==> config.mk <==
export PLATFORM = sky130hd
export DESIGN_NAME = mc_bank_logger
export DESIGN_NICKNAME = d
export VERILOG_FILES = /design/src/rtl/mcb_pkg.sv /design/src/rtl/mcb_screen.sv /design/src/rtl/mcb_decide.sv /design/src/rtl/mcb_bank.sv /design/src/rtl/mc_bank_logger.sv
export SDC_FILE = /design/constraint.sdc
export NUM_CORES = 1
export LEC_CHECK = 0
export ABC_AREA = 1
export BUFFER_PORTS_ARGS = -buffer_cell sky130_fd_sc_hd__buf_2
export CAP_MARGIN = 10
export CORE_AREA = 2 2 356 358
export CTS_CLUSTER_SIZE = 10
export DETAILED_ROUTE_END_ITERATION = 10
export DIE_AREA = 0 0 358 360
export SLEW_MARGIN = 25
export SYNTH_ARGS = -nofsm -noshare
export SYNTH_HDL_FRONTEND = slang
export SYNTH_SLANG_ARGS = --single-unit
==> constraint.sdc <==
create_clock -name clk_i -period 1.9 [get_ports clk_i]
set_clock_uncertainty 0.15 [all_clocks]
set_input_delay 0.095 -clock clk_i [delete_from_list [all_inputs] [get_ports clk_i]]
set_output_delay 0.095 -clock clk_i [all_outputs]
set_load 0.02 [all_outputs]
==> src/rtl/mcb_pkg.sv <==
package mcb_pkg;
  localparam int WORD_W    = 64;
  localparam int ST_VAL    = 63;
  localparam int ST_OVER   = 62;
  localparam int ST_UC     = 61;
  localparam int ST_AR     = 55;
  localparam int GS_MCIP   = 2;
  localparam int CAP_CTLP  = 8;
  localparam int CAP_CNT_W = 8;

  typedef logic [WORD_W-1:0] word_t;

  typedef enum logic [1:0] {
    REJ_NONE   = 2'd0,
    REJ_NOCAP  = 2'd1,
    REJ_BANK   = 2'd2,
    REJ_STATUS = 2'd3
  } rej_e;

  typedef enum logic [2:0] {
    ACT_SKIP,
    ACT_ESCALATE,
    ACT_LOG_UC,
    ACT_LOG_CE,
    ACT_MARK_OVER
  } act_e;
endpackage

==> src/rtl/mcb_screen.sv <==
module mcb_screen import mcb_pkg::*; #(
  parameter int NUM_BANKS = 4
) (
  input  word_t                cap_i,
  input  logic [CAP_CNT_W-1:0] bank_i,
  input  word_t                status_i,
  output rej_e                 code_o
);
  localparam logic [CAP_CNT_W:0] PHYS_CNT = (CAP_CNT_W+1)'(NUM_BANKS);

  logic bank_bad;
  assign bank_bad = (bank_i >= cap_i[CAP_CNT_W-1:0]) || ({1'b0, bank_i} >= PHYS_CNT);

  always_comb begin
    if (cap_i == '0)             code_o = REJ_NOCAP;
    else if (bank_bad)           code_o = REJ_BANK;
    else if (!status_i[ST_VAL])  code_o = REJ_STATUS;
    else                         code_o = REJ_NONE;
  end
endmodule

==> src/rtl/mcb_decide.sv <==
module mcb_decide import mcb_pkg::*; (
  input  word_t status_i,
  input  logic  uncond_i,
  input  word_t gstat_i,
  input  word_t cap_i,
  input  word_t gctl_i,
  input  word_t bank_ctl_i,
  input  logic  mce_en_i,
  input  word_t old_status_i,
  output act_e  act_o
);
  logic mcip, uc, ar;
  assign mcip = gstat_i[GS_MCIP];
  assign uc   = status_i[ST_UC];
  assign ar   = status_i[ST_AR];

  always_comb begin
    if (!uncond_i && !ar && mcip) begin
      act_o = ACT_SKIP;
    end else if (uc) begin
      if (cap_i[CAP_CTLP] && (gctl_i != '1))  act_o = ACT_SKIP;
      else if (bank_ctl_i != '1)              act_o = ACT_SKIP;
      else if (mcip || !mce_en_i)             act_o = ACT_ESCALATE;
      else                                    act_o = ACT_LOG_UC;
    end else if (!old_status_i[ST_VAL] || !old_status_i[ST_UC]) begin
      act_o = ACT_LOG_CE;
    end else begin
      act_o = ACT_MARK_OVER;
    end
  end
endmodule

==> src/rtl/mcb_bank.sv <==
module mcb_bank import mcb_pkg::*; (
  input  logic  clk_i,
  input  logic  rst_ni,
  input  logic  wr_en_i,
  input  logic  over_en_i,
  input  word_t status_i,
  input  word_t addr_i,
  input  word_t misc_i,
  output word_t status_o,
  output word_t addr_o,
  output word_t misc_o
);
  word_t status_q, addr_q, misc_q;

  always_ff @(posedge clk_i or negedge rst_ni) begin
    if (!rst_ni) begin
      status_q <= '0;
      addr_q   <= '0;
      misc_q   <= '0;
    end else if (wr_en_i) begin
      status_q <= status_i;
      addr_q   <= addr_i;
      misc_q   <= misc_i;
    end else if (over_en_i) begin
      status_q[ST_OVER] <= 1'b1;
    end
  end

  assign status_o = status_q;
  assign addr_o   = addr_q;
  assign misc_o   = misc_q;


  write_sets_val_chk: assert property (@(posedge clk_i) disable iff (!rst_ni)
    wr_en_i |=> status_o[ST_VAL]);


  over_only_chk: assert property (@(posedge clk_i) disable iff (!rst_ni)
    (over_en_i && !wr_en_i) |=> status_o[ST_OVER] && $stable(addr_o) && $stable(misc_o));


  bank_hold_chk: assert property (@(posedge clk_i) disable iff (!rst_ni)
    (!wr_en_i && !over_en_i) |=> $stable(status_o) && $stable(addr_o));
endmodule

==> src/rtl/mc_bank_logger.sv <==
module mc_bank_logger import mcb_pkg::*; #(
  parameter  int NUM_BANKS = 4,
  localparam int IDX_W     = (NUM_BANKS > 1) ? $clog2(NUM_BANKS) : 1
) (
  input  logic                        clk_i,
  input  logic                        rst_ni,
  input  logic [WORD_W-1:0]           cap_i,
  input  logic [WORD_W-1:0]           gctl_i,
  input  logic                        mce_en_i,
  input  logic [NUM_BANKS*WORD_W-1:0] bank_ctl_i,
  input  logic                        req_i,
  input  logic [CAP_CNT_W-1:0]        req_bank_i,
  input  logic [WORD_W-1:0]           req_status_i,
  input  logic [WORD_W-1:0]           req_gstatus_i,
  input  logic [WORD_W-1:0]           req_addr_i,
  input  logic [WORD_W-1:0]           req_misc_i,
  input  logic                        req_uncond_i,
  output logic                        irq_o,
  output logic                        reset_req_o,
  output logic                        reject_o,
  output logic [1:0]                  reject_code_o,
  input  logic [IDX_W-1:0]            obs_bank_i,
  output logic [WORD_W-1:0]           obs_status_o,
  output logic [WORD_W-1:0]           obs_addr_o,
  output logic [WORD_W-1:0]           obs_misc_o,
  output logic [WORD_W-1:0]           gstatus_o
);
  localparam word_t OVER_BIT = word_t'(1) << ST_OVER;

  word_t bank_st [NUM_BANKS];
  word_t bank_ad [NUM_BANKS];
  word_t bank_mi [NUM_BANKS];

  word_t gstat_q;
  word_t old_st, sel_ctl, log_st;
  logic [IDX_W-1:0] sel;
  rej_e  rej_code;
  act_e  act;
  logic  accept, do_write, do_over;
  logic  irq_q, rst_req_q, rej_q;
  logic [1:0] code_q;

  assign sel = req_bank_i[IDX_W-1:0];

  always_comb begin
    old_st  = '0;
    sel_ctl = '0;
    for (int b = 0; b < NUM_BANKS; b++) begin
      if (sel == IDX_W'(b)) begin
        old_st  = bank_st[b];
        sel_ctl = bank_ctl_i[b*WORD_W +: WORD_W];
      end
    end
  end

  mcb_screen #(.NUM_BANKS(NUM_BANKS)) u_screen (
    .cap_i    (cap_i),
    .bank_i   (req_bank_i),
    .status_i (req_status_i),
    .code_o   (rej_code)
  );

  mcb_decide u_decide (
    .status_i     (req_status_i),
    .uncond_i     (req_uncond_i),
    .gstat_i      (gstat_q),
    .cap_i        (cap_i),
    .gctl_i       (gctl_i),
    .bank_ctl_i   (sel_ctl),
    .mce_en_i     (mce_en_i),
    .old_status_i (old_st),
    .act_o        (act)
  );

  assign accept   = req_i && (rej_code == REJ_NONE);
  assign do_write = accept && ((act == ACT_LOG_UC) || (act == ACT_LOG_CE));
  assign do_over  = accept && (act == ACT_MARK_OVER);
  // overflow when the slot already held a valid record
  assign log_st   = req_status_i | (old_st[ST_VAL] ? OVER_BIT : '0);

  for (genvar b = 0; b < NUM_BANKS; b++) begin : g_bank
    logic hit;
    assign hit = (sel == IDX_W'(b));
    mcb_bank u_bank (
      .clk_i     (clk_i),
      .rst_ni    (rst_ni),
      .wr_en_i   (do_write && hit),
      .over_en_i (do_over && hit),
      .status_i  (log_st),
      .addr_i    (req_addr_i),
      .misc_i    (req_misc_i),
      .status_o  (bank_st[b]),
      .addr_o    (bank_ad[b]),
      .misc_o    (bank_mi[b])
    );
  end

  always_ff @(posedge clk_i or negedge rst_ni) begin
    if (!rst_ni) begin
      gstat_q   <= '0;
      irq_q     <= 1'b0;
      rst_req_q <= 1'b0;
      rej_q     <= 1'b0;
      code_q    <= REJ_NONE;
    end else begin
      irq_q     <= accept && (act == ACT_LOG_UC);
      rst_req_q <= accept && (act == ACT_ESCALATE);
      rej_q     <= req_i && (rej_code != REJ_NONE);
      code_q    <= req_i ? rej_code : REJ_NONE;
      if (accept && (act == ACT_LOG_UC)) gstat_q <= req_gstatus_i;
    end
  end

  assign irq_o         = irq_q;
  assign reset_req_o   = rst_req_q;
  assign reject_o      = rej_q;
  assign reject_code_o = code_q;
  assign gstatus_o     = gstat_q;
  assign obs_status_o  = bank_st[obs_bank_i];
  assign obs_addr_o    = bank_ad[obs_bank_i];
  assign obs_misc_o    = bank_mi[obs_bank_i];


  irq_loads_gstat_chk: assert property (@(posedge clk_i) disable iff (!rst_ni)
    irq_o |-> (gstatus_o == $past(req_gstatus_i)));


  reject_keeps_gstat_chk: assert property (@(posedge clk_i) disable iff (!rst_ni)
    reject_o |-> $stable(gstatus_o));


  reset_keeps_gstat_chk: assert property (@(posedge clk_i) disable iff (!rst_ni)
    reset_req_o |-> $stable(gstatus_o) && !irq_o);


  pulse_follows_req_chk: assert property (@(posedge clk_i) disable iff (!rst_ni)
    (reject_o || irq_o || reset_req_o) |-> $past(req_i));
endmodule

== Word level (Yosys, flattened, before mapping) ==
Cells that the tools add are included.
Storage, ports and cells
  output and inout port bits: 261
  bits in registers: 837
Cells by class
  $lt $le $gt $ge: 3
  reductions and logical operators: 34
  equal/unequal tests: 9
  mux-type cells: 36
  bitwise operators: 2
Operators by type and width (number)
  $mux W64: 14
  $bmux W64 S2: 3
  $ne A64 B64 Y1 const B: 2
  $logic_not A64 Y1: 1
  $or A64 B63 Y64: 1
  $mux W63: 1
  $logic_and A1 B1 Y1: 17
  $mux W3: 5
  $mux W2: 5
  $reduce_bool A2 Y1: 5
  $ge A8 B3 Y1 const B: 1
  $ge A8 B8 Y1: 1
  $mux W1: 8
  $eq A3 B2 Y1 const B: 2
  $logic_not A1 Y1: 5
  $eq A2 B2 Y1 const B: 2
  $logic_not A2 Y1: 2
  $logic_or A1 B1 Y1: 4
  $eq A3 B1 Y1 const B: 1
  $eq A3 B3 Y1 const B: 1
  $ge A3 B3 Y1 const B: 1
  $not A2 Y3: 1
  $eq A2 B1 Y1 const B: 1

== Depth between registers and ports, before layout ==
  depth after elaboration: 15
  mapped depth: 20
  mapped depth without buffers: 18

== Cells and area by module ==
A second synthesis with hierarchy kept.
Second synthesis, totals
  cells, all modules: 5621
  area, all modules: 40810.4 um2
By module, submodules not included
  mcb_bank: area each 7193.1 um2, sequential area each 4804.6 um2, cells each 815, instances 4
  mc_bank_logger: area each 10984.3 um2, sequential area each 1726.7 um2, cells each 2105, instances 1
  mcb_decide: area each 536.8 um2, sequential area each 0.0 um2, cells each 141, instances 1
  mcb_screen: area each 516.7 um2, sequential area each 0.0 um2, cells each 115, instances 1

== Worst setup path before layout ==
OpenSTA, ideal clock, no wires.
  path type: input-to-reg
  start: input req_bank_i[0]
  end: register gstat_q[55] (netlist: gstatus_o[55])
  required time: 1684 ps
  cell stages on the path: 14
  path slack: -528 ps
  setup time: 66 ps
  arrival time: 2212 ps
  buffers on the path: 3
  path through: inv_2 buf_2 ha_1 inv_1 a21oi_1 o21ai_0 nand2_1 and2_1 nand4_1 nor2_2 clkbuf_1 buf_1 nand4_1 nand2_1
Between the ends
  cells in the longest elaborated chain, start to end: 12
  elaborated cells on any way between the ends: 30
  those cells by class: order compare (2); eq/ne (5); mux (15); reduce/logical (8)
Ends and longest elaborated chain
  start, declared: line mc_bank_logger.sv:12  | input logic [CAP_CNT_W-1:0] req_bank_i,
  $logic_not A2 Y1: line mc_bank_logger.sv:49  | if (sel == IDX_W'(b)) begin
  $mux W64 (4 in series): line mc_bank_logger.sv:49
  $ne A64 B64 Y1 or $logic_not A1 Y1 (tied branches): line mcb_decide.sv:22, mcb_decide.sv:25
  $mux W3 or $logic_or A1 B1 Y1 (tied branches): line mcb_decide.sv:22, mcb_decide.sv:25
  $mux W3 (on tied branches): line mcb_decide.sv:21, mcb_decide.sv:25
  $mux W3: line mcb_decide.sv:20  | end else if (uc) begin
  $mux W3: line mcb_decide.sv:18  | if (!uncond_i && !ar && mcip) begin
  $eq A3 B2 Y1: line mc_bank_logger.sv:110  | if (accept && (act == ACT_LOG_UC)) gstat_q <= req_gstatus_i;
  $logic_and A1 B1 Y1 (*): line mc_bank_logger.sv:110
  end signal, assigned: line mc_bank_logger.sv:110
  end, declared: line mc_bank_logger.sv:34  | word_t gstat_q;
Every way passes the cells marked *; elsewhere a longest branch is shown, timed or not.
A chain may end at the register's enable or synchronous reset.

== Final worst setup path ==
  start: input req_bank_i[1]
  end: register gstat_q[37] (netlist: gstatus_o[37])
Same word-level chain as after synthesis.

==> qor.yml <==
status:
  status: "complete, but fails checks"
  violations: "negative hold slack, negative setup slack"
timing:
  worst_pin_slew_ns: 0.6009
  whs_ns: -0.2110
  fin_crit_ns: 2.459
  layout_setup_ws_ns: -0.5588
  min_period_over_period_pct: 129.4
  max_freq_ghz: 0.4067
  rsz0062_at_grt: "yes"
  hold_violations: 3
  max_slew_margin_pct: 59.82
  setup_viol: 870
  slew_viol_final: 0
routing:
  postRouteWirelength_um: 154000
  vias: 38143
  initialDrtViolationCount: 3293
  wl_per_cell_um: 20.30
  drtAntennaViolNets: 0
  viasPerCell: 5.025
  drc: 0
  drt-pass1-iter-count: 6
logic_synthesis:
  synth_warnings: 0
  avgSynthCellArea_sq_um: 8.269
  syn_area_sq_um: 37950
  synthXorXnorAreaFrac_pct: 0
  synthAdderAreaFrac_pct: 0.2637
  synth-seq-cells: 837
  synthFlopType: "dfrtp_1"
  yosys-mux-area-fraction_pct: 0
  synth_top_family_by_area: "compound AO/OA/AOI/OAI gates"
  synthArstFlopShare_pct: 100.0
  yosysSeqAreaShare_pct: 55.19
  synth_compound_area_share_pct: 19.03
  synth-edff-count: 0
  ys_types: 36
  synthCells: 4590
  synth-simple-area-share_pct: 18.56
  syn_nets: 5253
die:
  rows: 130
  die_y_um: 360
  fp.dieW_um: 358
  dieArea_sq_um: 128900
  coreArea_sq_um: 124900
  ios: 916
  initial_core_util_pct: 30.38
pwr:
  power_mw: 41.15
  total_leakage_power_nw: 26.65
  peakVddDrop_mv: 0.6648
  p_per_area_nw_per_um2: 764.1
clock_network:
  ctsHoldBuffers: 304
  tritoncts: "done"
  htreeDepth: 3
  path_clk_slew_ns: 0.05
  cts_root_buffer: "clkbuf_16"
  cts.sinks: 837
  clock_latency_ns: 0.71
  cts_made_buffers: 101
  clock_path_buffers: 3
place:
  hpwl_um: 101500
  place_congestion: 0.9478
  dp.cells: 7068
  port_buffers: 915
global_routing:
  grt_pass1_vias: 36020
  grt_remaining_overflow: 0
  grt_max_degree: 101
  grt_pass1_wl_um: 220600
  antenna_found_initial: 21
  grtUsageTotal_pct: 22.16
critical_path:
  critical_path_class: "primary input to register"
  critPathArrivalTime_ns: 2.89
  crit_fanout: 14
  reg2reg_setup_slack_ns: -0.52
  endpoint: "gstatus_o[37]$_DFFE_PN0P_"
  startpoint: "req_bank_i[1]"
  r2r_start: "gstatus_o[2]$_DFFE_PN0P_"
  worstSetupEndpointType: "register"
  reg2reg_depth: 12
  cp.required_ns: 2.34
  cp-start-kind: "primary input"
  r2r-end: "gstatus_o[37]$_DFFE_PN0P_"
layout:
  drive_above_1_share_pct: 24.69
  mostFrequentLayoutCells: "nand2_1 (1063), buf_2 (912), dfrtp_1 (837), o21ai_0 (805), nor2_1 (479)"
  nets: 6550
  area_growth_pct: 41.88
  nFillCells: 12221
  layout.cells.most_common: "nand2_1"
  instances_no_fill: 7590
hold_path:
  hold_path.class: "primary input to register"
  whs_path_depth: 7
flow_run:
  maxCapViolations: 0
## worst min-delay path by stage
stage	start	slack (ns)	endpoint
5_1_grt	cap_i[42]	-0.18	reject_o$_DFF_PN0_
3_5_place_dp	rst_ni	-0.13	g_bank[2].u_bank.addr_o[45]$_DFFE_PN0P_
4_1_cts	cap_i[54]	-0.31	reject_o$_DFF_PN0_
6_report	cap_i[54]	-0.21	reject_o$_DFF_PN0_
3_3_place_gp	rst_ni	-0.13	g_bank[2].u_bank.addr_o[45]$_DFFE_PN0P_
2_1_floorplan	rst_ni	-0.35	g_bank[0].u_bank.addr_o[0]$_DFFE_PN0P_
## timing repair
| action | 4_1_cts | 5_1_grt |
|---|---|---|
| gates resized for setup | 56 | 152 |
| setup endpoints to repair | 894 | 932 |
| endpoints found under the hold margin | 1668 | 3 |
| gates cloned | 5 | 34 |
| buffers inserted | 13 | 14 |
| pin swaps | 5 | 16 |
## critical path, stage by stage
cell and delay, ns:
buf_2 0.16, buf_12 0.17, nor2_4 0.16, buf_12 0.13, buf_12 0.10, clkbuf_16 0.16, nand2_1 0.07, nand2_1 0.06
nand2_1 0.05, inv_1 0.05, nand2_1 0.08, nand2_1 0.07, nand2_1 0.08, nor2_4 0.19, nand4_4 0.17, buf_6 0.16
a21boi_4 0.16, buf_12 0.15, nand3_4 0.22, clkbuf_16 0.26, nand2_1 0.06, nand2_1 0.07
## power breakdown
part           total, mW  internal [mW]  switching [mW]
registers           18.1           18.0          0.0854
logic               5.10           2.03            3.07
clock network       18.0           10.2            7.73
total               41.1           30.3            10.9
## cell usage after synthesis (2+ instances only)
cell         n  share of area [%]
nand4_1     83                1.4
buf_2      108                1.4
nand4_4      3               0.17
nand3_1     29               0.38
buf_1       17               0.17
inv_2        3              0.030
buf_4       14               0.28
nor4_1      15               0.25
clkbuf_1   157                1.6
nand2_1   1133                 11
o21ai_0    940                 12
nand4_2      2              0.066
nor2_1     485                4.8
nor2_2       4              0.066
buf_6       30               0.89
dfrtp_1    837                 55
ha_1         8               0.26
o22ai_1    191                3.1
clkbuf_2    10               0.13
nor3b_1      2              0.040
nand3b_1     6               0.12
o21ai_1    239                3.2
inv_1      250                2.5
a21oi_1     12               0.16
## flip-flops by register name (all words and copies together), names as in the netlist
name and count:
g_bank.u_bank.addr_o 256, g_bank.u_bank.misc_o 256, g_bank.u_bank.status_o 256, gstatus_o 64, reject_code_o 2, irq_o 1
reject_o 1, reset_req_o 1
## cell families after synthesis
group | Yosys count
AOI/OAI and AO/OA | 1388
and+or+nand+nor | 1767
DFF | 837
buffers and inverters | 590
adders and majority gates | 8
## layer usage
metal  GRT usage, %  routed length [um]  vias up
met5              0                 167        -
met4          6.580                4773       26
met3          4.776               12580      333
met2          33.34               67260     1635
met1          31.79               69260    18305
li1               -                   -    17844
## layout make-up
type / instances / area [sq um] / area share, %
Antenna cell: 7 / 17.52 / 0.03253
Multi-Input combinational cell: 3164 / 14770 / 27.43
Clock buffer: 134 / 2763 / 5.130
Clock inverter: 15 / 229.0 / 0.4252
Inverter: 254 / 975.9 / 1.812
Tap cell: 1650 / 2064 / 3.834
Timing Repair Buffer: 1529 / 12090 / 22.44
Sequential cell: 837 / 20950 / 38.90
## metrics by stage
step | hold slack [ns] | worst slack [ns] | area (sq um) | setup TNS (ns) | utilization [%]
global route | -0.1803 | -0.6069 | 53830 | -427.73 | 43.10
finish | -0.2110 | -0.5588 | 53850 | -346.39 | 43.11
floorplan | -0.3506 | -0.2377 | 38290 | -179.82 | -
detailed placement | -0.1301 | -1.433 | 46060 | -1093.63 | 36.87
CTS | -0.3105 | -0.5175 | 52500 | -359.26 | 42.03
global placement | -0.1338 | -1.437 | 46060 | -1112.22 | 36.87
Power figures use the tool's default switching activity.
